## src/rtl/tid_pkg.sv

```systemverilog
package tid_pkg;
   localparam int TYPE_W       = 8;
   localparam int CTL_EN_BIT   = 0;
   localparam int CTL_PRI_BIT  = 1;
   localparam int CTL_PS_LSB   = 2;
   localparam int CTL_TYPE_LSB = 8;
   localparam int BKT_LEAK_LSB = 8;
   localparam int N_BKT        = 2;

   typedef enum logic [1:0] {
      SEL_VALUE = 2'd0,
      SEL_CARE  = 2'd1,
      SEL_CTRL  = 2'd2,
      SEL_NONE  = 2'd3
   } item_sel_e;
endpackage

```

## src/rtl/tid_match.sv

```systemverilog
module tid_match #(
   parameter int N_COND = 32,
   parameter int N_ITEM = 16
) (
   input  logic                             clk,
   input  logic                             rst_n,
   input  logic [N_COND-1:0]                cond,
   input  logic [N_ITEM-1:0][N_COND-1:0]    value,
   input  logic [N_ITEM-1:0][N_COND-1:0]    care,
   output logic [N_ITEM-1:0]                match_q
);
   logic [N_ITEM-1:0] match_d;

   for (genvar i = 0; i < N_ITEM; i++) begin : g_item
      assign match_d[i] = (((cond ^ value[i]) & care[i]) == '0);
   end

   always_ff @(posedge clk or negedge rst_n) begin
      if (!rst_n) match_q <= '0;
      else        match_q <= match_d;
   end
endmodule

```

## src/rtl/tid_prescale.sv

```systemverilog
module tid_prescale #(
   parameter int PS_W = 6
) (
   input  logic            clk,
   input  logic            rst_n,
   input  logic            clr,
   input  logic            hit,
   input  logic [PS_W-1:0] factor,
   output logic            pass
);
   logic [PS_W-1:0] cnt;
   logic            at_end;

   assign at_end = (factor <= PS_W'(1)) || (cnt >= factor - PS_W'(1));
   assign pass   = hit & at_end;

   always_ff @(posedge clk or negedge rst_n) begin
      if (!rst_n)   cnt <= '0;
      else if (clr) cnt <= '0;
      else if (hit) cnt <= at_end ? '0 : cnt + PS_W'(1);
   end
endmodule

```

## src/rtl/tid_bucket.sv

```systemverilog
module tid_bucket #(
   parameter int LVL_W  = 8,
   parameter int LEAK_W = 16
) (
   input  logic              clk,
   input  logic              rst_n,
   input  logic              clr,
   input  logic [LVL_W-1:0]  size,
   input  logic [LEAK_W-1:0] leak,
   input  logic              add,
   output logic              full,
   output logic [LVL_W-1:0]  level
);
   logic [LEAK_W-1:0] timer;
   logic              tick;
   logic [LVL_W-1:0]  lvl_drain;
   logic [LVL_W-1:0]  lvl_next;

   assign tick      = (leak != '0) && (timer == leak - LEAK_W'(1));
   assign lvl_drain = (tick && level != '0) ? level - LVL_W'(1) : level;
   assign lvl_next  = (add && lvl_drain < size) ? lvl_drain + LVL_W'(1) : lvl_drain;
   assign full      = (level >= size);

   always_ff @(posedge clk or negedge rst_n) begin
      if (!rst_n) begin
         timer <= '0;
         level <= '0;
      end else if (clr) begin
         timer <= '0;
         level <= '0;
      end else begin
         timer <= (leak == '0 || tick) ? '0 : timer + LEAK_W'(1);
         level <= lvl_next;
      end
   end
endmodule

```

## src/rtl/trig_item_decider.sv

```systemverilog
module trig_item_decider
   import tid_pkg::*;
#(
   parameter int N_COND = 32,
   parameter int N_ITEM = 16,
   parameter int CFG_W  = 32,
   parameter int PS_W   = 6,
   parameter int LVL_W  = 8,
   parameter int LEAK_W = 16,
   localparam int IDX_W  = (N_ITEM > 1) ? $clog2(N_ITEM) : 1,
   localparam int ADDR_W = IDX_W + 3
) (
   input  logic               clk,
   input  logic               rst_n,
   input  logic               run_en,
   input  logic               cfg_we,
   input  logic [ADDR_W-1:0]  cfg_addr,
   input  logic [CFG_W-1:0]   cfg_wdata,
   input  logic [N_COND-1:0]  cond_in,
   input  logic               busy,
   output logic               accept,
   output logic [TYPE_W-1:0]  trig_type
);
   // elaboration checks on the parameter set
   if (CFG_W < N_COND) begin : g_bad_cond
      $error("CFG_W must hold a full condition vector");
   end
   if (CFG_W < CTL_TYPE_LSB + TYPE_W) begin : g_bad_ctl
      $error("CFG_W too narrow for the control word");
   end
   if (PS_W < 1 || CTL_PS_LSB + PS_W > CTL_TYPE_LSB) begin : g_bad_ps
      $error("PS_W must lie between 1 and 6");
   end
   if (LVL_W < 1 || LVL_W > BKT_LEAK_LSB) begin : g_bad_lvl
      $error("LVL_W must lie between 1 and 8");
   end
   if (CFG_W < BKT_LEAK_LSB + LEAK_W) begin : g_bad_leak
      $error("CFG_W too narrow for the leak interval");
   end

   // register port decode
   logic            wr_ok;
   logic            glob;
   logic [IDX_W-1:0] idx;
   item_sel_e       sel;

   assign wr_ok = cfg_we & ~run_en;
   assign glob  = cfg_addr[ADDR_W-1];
   assign idx   = cfg_addr[2 +: IDX_W];
   assign sel   = item_sel_e'(cfg_addr[1:0]);

   logic [N_ITEM-1:0][N_COND-1:0] value_r;
   logic [N_ITEM-1:0][N_COND-1:0] care_r;
   logic [N_ITEM-1:0]             en_r;
   logic [N_ITEM-1:0]             pri_r;
   logic [N_ITEM-1:0][PS_W-1:0]   ps_r;
   logic [N_ITEM-1:0][TYPE_W-1:0] type_r;
   logic [N_BKT-1:0][LVL_W-1:0]   bsize_r;
   logic [N_BKT-1:0][LEAK_W-1:0]  bleak_r;

   always_ff @(posedge clk or negedge rst_n) begin
      if (!rst_n) begin
         value_r <= '0;
         care_r  <= '0;
         en_r    <= '0;
         pri_r   <= '0;
         ps_r    <= '0;
         type_r  <= '0;
      end else if (wr_ok && !glob) begin
         for (int i = 0; i < N_ITEM; i++) begin
            if (idx == IDX_W'(i)) begin
               unique case (sel)
                  SEL_VALUE: value_r[i] <= cfg_wdata[N_COND-1:0];
                  SEL_CARE:  care_r[i]  <= cfg_wdata[N_COND-1:0];
                  SEL_CTRL: begin
                     en_r[i]   <= cfg_wdata[CTL_EN_BIT];
                     pri_r[i]  <= cfg_wdata[CTL_PRI_BIT];
                     ps_r[i]   <= cfg_wdata[CTL_PS_LSB +: PS_W];
                     type_r[i] <= cfg_wdata[CTL_TYPE_LSB +: TYPE_W];
                  end
                  default: ;
               endcase
            end
         end
      end
   end

   always_ff @(posedge clk or negedge rst_n) begin
      if (!rst_n) begin
         bsize_r <= '0;
         bleak_r <= '0;
      end else if (wr_ok && glob && !cfg_addr[1]) begin
         for (int b = 0; b < N_BKT; b++) begin
            if (cfg_addr[0] == b[0]) begin
               bsize_r[b] <= cfg_wdata[LVL_W-1:0];
               bleak_r[b] <= cfg_wdata[BKT_LEAK_LSB +: LEAK_W];
            end
         end
      end
   end

   // stage 1: capture conditions
   logic [N_COND-1:0] cond_q;
   always_ff @(posedge clk or negedge rst_n) begin
      if (!rst_n) cond_q <= '0;
      else        cond_q <= cond_in;
   end

   // stage 2: ternary match
   logic [N_ITEM-1:0] match_q;
   tid_match #(.N_COND(N_COND), .N_ITEM(N_ITEM)) u_match (
      .clk     (clk),
      .rst_n   (rst_n),
      .cond    (cond_q),
      .value   (value_r),
      .care    (care_r),
      .match_q (match_q)
   );

   // stage 3: enable, prescale, vetoes
   logic [N_ITEM-1:0]           hit;
   logic [N_ITEM-1:0]           ps_pass;
   logic [N_ITEM-1:0]           survive;
   logic [N_BKT-1:0]            bkt_full;
   logic [N_BKT-1:0][LVL_W-1:0] bkt_lvl;
   logic                        acc_d;
   logic [TYPE_W-1:0]           type_d;

   assign hit = match_q & en_r;

   for (genvar i = 0; i < N_ITEM; i++) begin : g_ps
      tid_prescale #(.PS_W(PS_W)) u_ps (
         .clk    (clk),
         .rst_n  (rst_n),
         .clr    (~run_en),
         .hit    (hit[i]),
         .factor (ps_r[i]),
         .pass   (ps_pass[i])
      );
      assign survive[i] = ps_pass[i] & ~busy & ~bkt_full[pri_r[i]];
   end

   always_comb begin
      acc_d  = run_en & (|survive);
      type_d = '0;
      for (int i = 0; i < N_ITEM; i++) begin
         if (survive[i] && run_en) type_d = type_d | type_r[i];
      end
   end

   for (genvar b = 0; b < N_BKT; b++) begin : g_bkt
      tid_bucket #(.LVL_W(LVL_W), .LEAK_W(LEAK_W)) u_bkt (
         .clk   (clk),
         .rst_n (rst_n),
         .clr   (~run_en),
         .size  (bsize_r[b]),
         .leak  (bleak_r[b]),
         .add   (acc_d),
         .full  (bkt_full[b]),
         .level (bkt_lvl[b])
      );
   end

   always_ff @(posedge clk or negedge rst_n) begin
      if (!rst_n) begin
         accept    <= 1'b0;
         trig_type <= '0;
      end else begin
         accept    <= acc_d;
         trig_type <= type_d;
      end
   end
endmodule

```

## config.mk

```make
export PLATFORM = sky130hd
export DESIGN_NAME = trig_item_decider
export DESIGN_NICKNAME = d
export VERILOG_FILES = /design/src/rtl/tid_pkg.sv /design/src/rtl/tid_match.sv /design/src/rtl/tid_prescale.sv /design/src/rtl/tid_bucket.sv /design/src/rtl/trig_item_decider.sv
export SDC_FILE = /design/constraint.sdc
export NUM_CORES = 2
export LEC_CHECK = 0
export BUFFER_PORTS_ARGS = -buffer_cell sky130_fd_sc_hd__buf_2
export CORE_MARGIN = 2
export CORE_UTILIZATION = 58
export DETAILED_ROUTE_END_ITERATION = 16
export GPL_TIMING_DRIVEN = 1
export PLACE_DENSITY = 0.77
export SLEW_MARGIN = 20
export SYNTH_ARGS = -nofsm -noshare
export SYNTH_HDL_FRONTEND = slang
export SYNTH_HIERARCHICAL = 1
export SYNTH_SLANG_ARGS = --single-unit
export TNS_END_PERCENT = 20
```

## constraint.sdc

```tcl
create_clock -name clk -period 4.4 [get_ports clk]
set_clock_uncertainty 0.1 [all_clocks]
set_input_delay 0.22 -clock clk [delete_from_list [all_inputs] [get_ports clk]]
set_output_delay 0.22 -clock clk [all_outputs]
set_load 0.02 [all_outputs]
```

Word-level counts from Yosys, hierarchy flattened

Cells that the tools add are included.

Muxes and demuxes: 106
Reduce and logical (&&, ||, !) cells: 120
Bitwise operators: 117
Equal/unequal tests: 35
Shift-type cells: 0
Magnitude comparators: 52
Multiply operators: 0
$add $sub $neg: 40
Div/mod/pow operators: 0

Operators by type and width:

| kind                  | count |
|---|---|
| $and 32x32->32        | 16 |
| $logic_not 32->1      | 16 |
| $xor 32x32->32        | 16 |
| $mux 6                | 48 |
| $mux 8                | 22 |
| $reduce_and 3->1      | 48 |
| $or 8x8->8            | 15 |
| $add 6x1->6 const B   | 16 |
| $ge 6x6->1            | 16 |
| $le 6x1->1 const B    | 16 |
| $sub 6x1->6 const B   | 16 |
| $mux 16               | 4 |
| $and 1x1->1           | 50 |
| $add 16x1->16 const B | 2 |
| $eq 16x16->1          | 2 |
| $eq 4x4->1 const B    | 8 |
| $logic_not 16->1      | 2 |
| $lt 1x2->1 const B    | 16 |
| $mux 1                | 32 |
| $ne 2x1->1 const B    | 16 |
| $reduce_bool 16->1    | 2 |
| $sub 16x1->16 const B | 2 |
| $logic_and 1x1->1     | 25 |
| $not 1->1             | 19 |
| 17 further kinds      | 45 |

Bits of input ports: 76
Bits in writable memories: 0
Word-level logic and storage cells: 594
Bits in latches: 0
Bits in registers: 1529
Output and inout port bits: 9
Memories kept: 0
Bits in read-only memories: 0

Logic depth before layout (Yosys ltp)

Word-level depth: 38
Depth in mapped cells: 23

Hierarchy

The synthesis kept the hierarchy.

By module, submodules not included:

| module                          | times used | cells an instance | area each (um^2) |
|---|---|---|---|
| trig_item_decider               | 1          | 3351              | 52370.2 |
| tid_match                       | 1          | 928               | 8071.5 |
| tid_prescale (g_ps[0].u_ps ...) | 13         | 61                | 573.0 |
| tid_bucket                      | 2          | 297               | 2504.9 |
| tid_prescale (g_ps[6].u_ps ...) | 3          | 61                | 566.8 |

Worst setup path before layout

Ideal clock, no wire load.

Path type: reg-to-reg
Start point: register bleak_r[0] in the netlist's numbering
End point: register g_bkt[0].u_bkt.level[3]
Path buffers: 0
Library setup time: 0.078 ns
Arrival: 4.695 ns
Required time: 4.222 ns
Cell stages (with the launch flop): 21
Setup slack: -0.473 ns
Path through: dfrtp_1 > inv_1 > ha_1 > nor3b_4 > and4b_1 > or2_2 > a221oi_4 > o22ai_2 > nor4_4 > a21boi_0 > or2_2 > ha_1 > a21o_1 > a21o_1 > a21oi_1 > nand2_1 > a22o_1 > nand4_1 > nand4_1 > or3_1 > a21oi_1

Longest elaborated chain between the ends: 9
Elaborated cells on any way between the ends: 11
Classes of those cells: add/sub: 2; order compare: 1; eq/ne: 1; mux: 3; reduce/logical: 4

Ends and longest elaborated chain:

| what                              | RTL line                | text |
|---|---|---|
| from (decl)                       | trig_item_decider.sv:59 | `logic [N_BKT-1:0][LEAK_W-1:0] bleak_r;` |
| from (signal, indexed assignment) | trig_item_decider.sv:96 | `bleak_r[b] <= cfg_wdata[BKT_LEAK_LSB +: LEAK_W];` |
| $sub 16x1->16                     | tid_bucket.sv:19        | `assign tick = (leak != '0) && (timer == leak - LEAK_W'(1));` |
| $eq 16x16->1                      | tid_bucket.sv:19        |  |
| $logic_and 1x1->1 (*)             | tid_bucket.sv:19        |  |
| $logic_and 1x1->1 (*)             | tid_bucket.sv:20        | `assign lvl_drain = (tick && level != '0) ? level - LVL_W'(1) : level;` |
| $mux 8 (*)                        | tid_bucket.sv:20        |  |
| $lt 8x8->1                        | tid_bucket.sv:21        | `assign lvl_next = (add && lvl_drain < size) ? lvl_drain + LVL_W'(1) : lvl_drain;` |
| $logic_and 1x1->1                 | tid_bucket.sv:21        |  |
| $mux 8 (*)                        | tid_bucket.sv:21        |  |
| $mux 8 (*)                        | tid_bucket.sv:28        | `end else if (clr) begin` |
| to (signal assigned)              | tid_bucket.sv:33        | `level <= lvl_next;` |
| to (decl)                         | tid_bucket.sv:12        | `output logic [LVL_W-1:0] level` |

Every way passes the cells marked *; elsewhere a longest branch is shown, timed or not.
A chain may end at the register's enable or synchronous reset.

Final worst setup path

Start point: register bleak_r[0] in the netlist's numbering
End point: register g_bkt[0].u_bkt.level[5]

The elaborated chain is that of the path after synthesis.

==> flow_summary.yaml <==
outcome:
  outcome: "finished with violations"
  violations: "setup timing"
floorplan:
  rows: 131
  die_area_mm2: 0.132
  coreArea_mm2: 0.128
  ios: 85
  initial_core_util: 0.584
  die_w_um: 363
  fp.dieH_um: 363
synth:
  synth.most_common_cell: "dfrtp_1"
  synthCells: 5849
  synth.yosys.seq_area_share: 0.513
  synth_ff_type: "dfrtp_1"
  syn_area_mm2: 0.0746
  synth-async-reset-ratio: 1.00
  ys_types: 78
  post_synth.cell_area_avg_um2: 12.8
  synthTopCellsByCount: "1,529 x dfrtp_1, 1,311 x mux2_2, 628 x xor2_1"
  syn_nets: 6111
  synth_top_area_share: 0.513
  synth_edf_count: 0
  ys_ff_latch: 1529
  synth.top_cells.by_area: "dfrtp_1 51%, mux2_2 20%, xor2_1 7.4%"
  synth_top_cell_by_area: "dfrtp_1"
  yosys_warnings: 6
cts:
  insertion_delay_ns: 0.80
  cts-root-buf: "clkbuf_16"
  clkSlewWorstSetupHoldPaths_ns: 0.06
  clock_sinks: 1529
  cts_buffer_depth: 3
  cts-buffers-inserted: 160
  cts.htree.levels: 4
  cts_tree: "done"
routing:
  ant_nets: 0
  drt_wl_total_um: 178000
  firstDrtPassIters: 6
  routedWlPerCell_um: 22.7
  vias: 47500
  drtIter0Drc: 3579
  route.detailed.drc: 0
  vias_per_cell: 6.05
placed_design:
  gp_congestion: 0.870
  portBuffers: 84
  dp_cells: 7453
  place_area_mm2: 0.0773
  dp_hpwl_um: 115000
cells_and_area:
  drive_above_1_share: 0.350
  area.growth.synth_to_final_pct: 12.9
  stdcell_count: 7860
  final_area_mm2: 0.0842
  finalNetCount: 6326
  nFillCells: 9042
timing:
  max_freq_ghz: 0.222
  finalCritPeriodShare: 1.02
  rsz0062_at_grt: "yes"
  timing.final.crit_period_ns: 4.50
  worst_slew_pin_slew_ns: 1.16
  hold_violations: 0
  maxSlewViolCount: 0
  fin_ws_ns: -0.102
  fin_setup_tns_ns: -0.475
  setup_viol: 7
  relSlewSlack: 0.226
critical_path:
  reg2reg_to: "g_bkt[0].u_bkt/level[5]"
  crit_type: "register to register"
  critPathLaunchType: "register"
  endpoint: "g_bkt[0].u_bkt/level[5]"
  reg2reg_slack_ns: -0.10
  worstReg2RegStart: "bleak_r[0]"
  end_kind: "register"
  crit_fanout: 6
  required_ns: 5.01
  cp-startpoint: "bleak_r[0]"
  ff2ff_path_depth: 20
  arrival_ns: 5.11
grt:
  grtUsageMet1: 0.364
  use_met2: 0.459
  grt_pass1_vias: 49500
  grt-ovfl-total: 0
  grt_pass1_wl_um: 282000
  grt_antenna_before_repair: 17
  busiest_layer: "met2"
  grt_usage: 0.274
  grt_use_met3: 0.0418
  grt_max_degree: 143
worst_hold_path:
  min_path_type: "input pin to asynchronous set/reset pin"
pwr:
  power_density_mw_per_mm2: 392
  ir_drop_mv: 0.393
  p_leak_nw: 41.8
  p_total_w: 0.0330
flow_run:
  drv_cap: 0
-- where the power goes --
| group | internal (W) | switching (W) |
|---|---|---|
| Clock | 0.00798 | 0.00575 |
| Combinational | 0.00169 | 0.00217 |
| Sequential | 0.0148 | 0.000626 |
-- how the worst min path moves through the flow --
| stage | from | end | slack (ns) | depth (start not counted) |
|---|---|---|---|---|
| 3_3_place_gp | cond_in[11] | cond_q[11] | 0.23 | 1 |
| 4_1_cts | cfg_wdata[31] | value_r[223] | 0.01 | 2 |
| 2_1_floorplan | rst_n | accept | -0.18 | 0 |
| 3_5_place_dp | cond_in[19] | cond_q[19] | 0.23 | 1 |
| 5_1_grt | cfg_wdata[1] | care_r[321] | 0.04 | 2 |
| 6_report | rst_n | g_ps[6].u_ps/cnt[4] | 0.04 | 2 |
-- worst max-delay path: stages (launching register included) --
cell      delay, ns
dfrtp_2        0.40
inv_2          0.06
ha_4           0.17
nor3b_4        0.17
and4b_1        0.23
or2_2          0.30
a221oi_4       0.31
o22a_2         0.22
nand3_1        0.15
or4_1          0.50
nand2_1        0.10
ha_1           0.24
a21o_1         0.17
a21oi_2        0.17
nand2_2        0.09
a22o_1         0.19
nand4_1        0.10
nand4_1        0.11
buf_6          0.17
a211oi_2       0.23
mux2i_1        0.21
-- layer usage --
layer  part of all wire  up-vias  routed length, µm
met2               0.49     1166              87700
met3              0.049      337               8740
met1               0.43    24700              76200
li1                   -    21300                  -
met5            0.00030        -                 54
met4              0.031       10               5600
-- metrics by stage --
| step | util | hold slack [ns] | setup WS (ns) |
|---|---|---|---|
| after floorplan | - | -0.176 | 0.00296 |
| after global placement | 0.606 | 0.228 | -0.248 |
| after detailed placement | 0.606 | 0.229 | -0.361 |
| after CTS | 0.656 | 0.0147 | -0.0873 |
| after global routing | 0.660 | 0.0392 | -0.337 |
| final | 0.660 | 0.0426 | -0.102 |
-- layout by cell type (no fill, tap or decap), types with 78 or more instances in the layout --
master	n
mux2_2	1311
nand2_1	269
buf_2	82
buf_4	240
dfrtp_1	1524
nor2_1	139
inv_1	107
xnor2_1	84
nand4_1	102
xor2_1	627
ha_1	178
a22oi_1	239
nand3_1	78
nor3_1	184
clkbuf_16	161
-- final cells by class --
| type | count | area [µm²] | area share |
|---|---|---|---|
| Inverter | 119 | 449 | 0.00533 |
| Antenna cell | 4 | 10.0 | 0.000119 |
| Timing Repair Buffer | 413 | 3260 | 0.0387 |
| Clock inverter | 64 | 757 | 0.00899 |
| Clock buffer | 228 | 4670 | 0.0555 |
| Tap cell | 1662 | 2080 | 0.0247 |
| Multi-Input combinational cell | 3841 | 34700 | 0.412 |
| Sequential cell | 1529 | 38300 | 0.454 |
-- sequential cells by signal, summed over array words and instances, names as in the netlist --
register / cells
value_r: 512
bsize_r: 16
care_r: 512
ps_r: 96
g_bkt.u_bkt/level: 16
g_ps.u_ps/cnt: 96
accept: 1
cond_q: 32
bleak_r: 32
u_match/match_q: 16
en_r: 16
pri_r: 16
trig_type: 8
g_bkt.u_bkt/timer: 32
type_r: 128
-- cell families after synthesis --
| group | synth area share |
|---|---|
| buffers and inverters | 0.0290 |
| AND/OR/NAND/NOR | 0.0730 |
| flip-flops | 0.513 |
| multiplexers | 0.204 |
| AO/OA/AOI/OAI | 0.0658 |
| XOR/XNOR | 0.0838 |
| adder cells (fa/ha/maj) | 0.0312 |
-- timing repair --
action	CTS	global route
hold endpoints to repair	230	0
hold buffers	74	0
resized for setup	27	57
pin swaps	14	38
endpoints found under the setup margin	16	24
setup buffers	11	26
cloned	0	0
(Power assumes the default switching activity.)
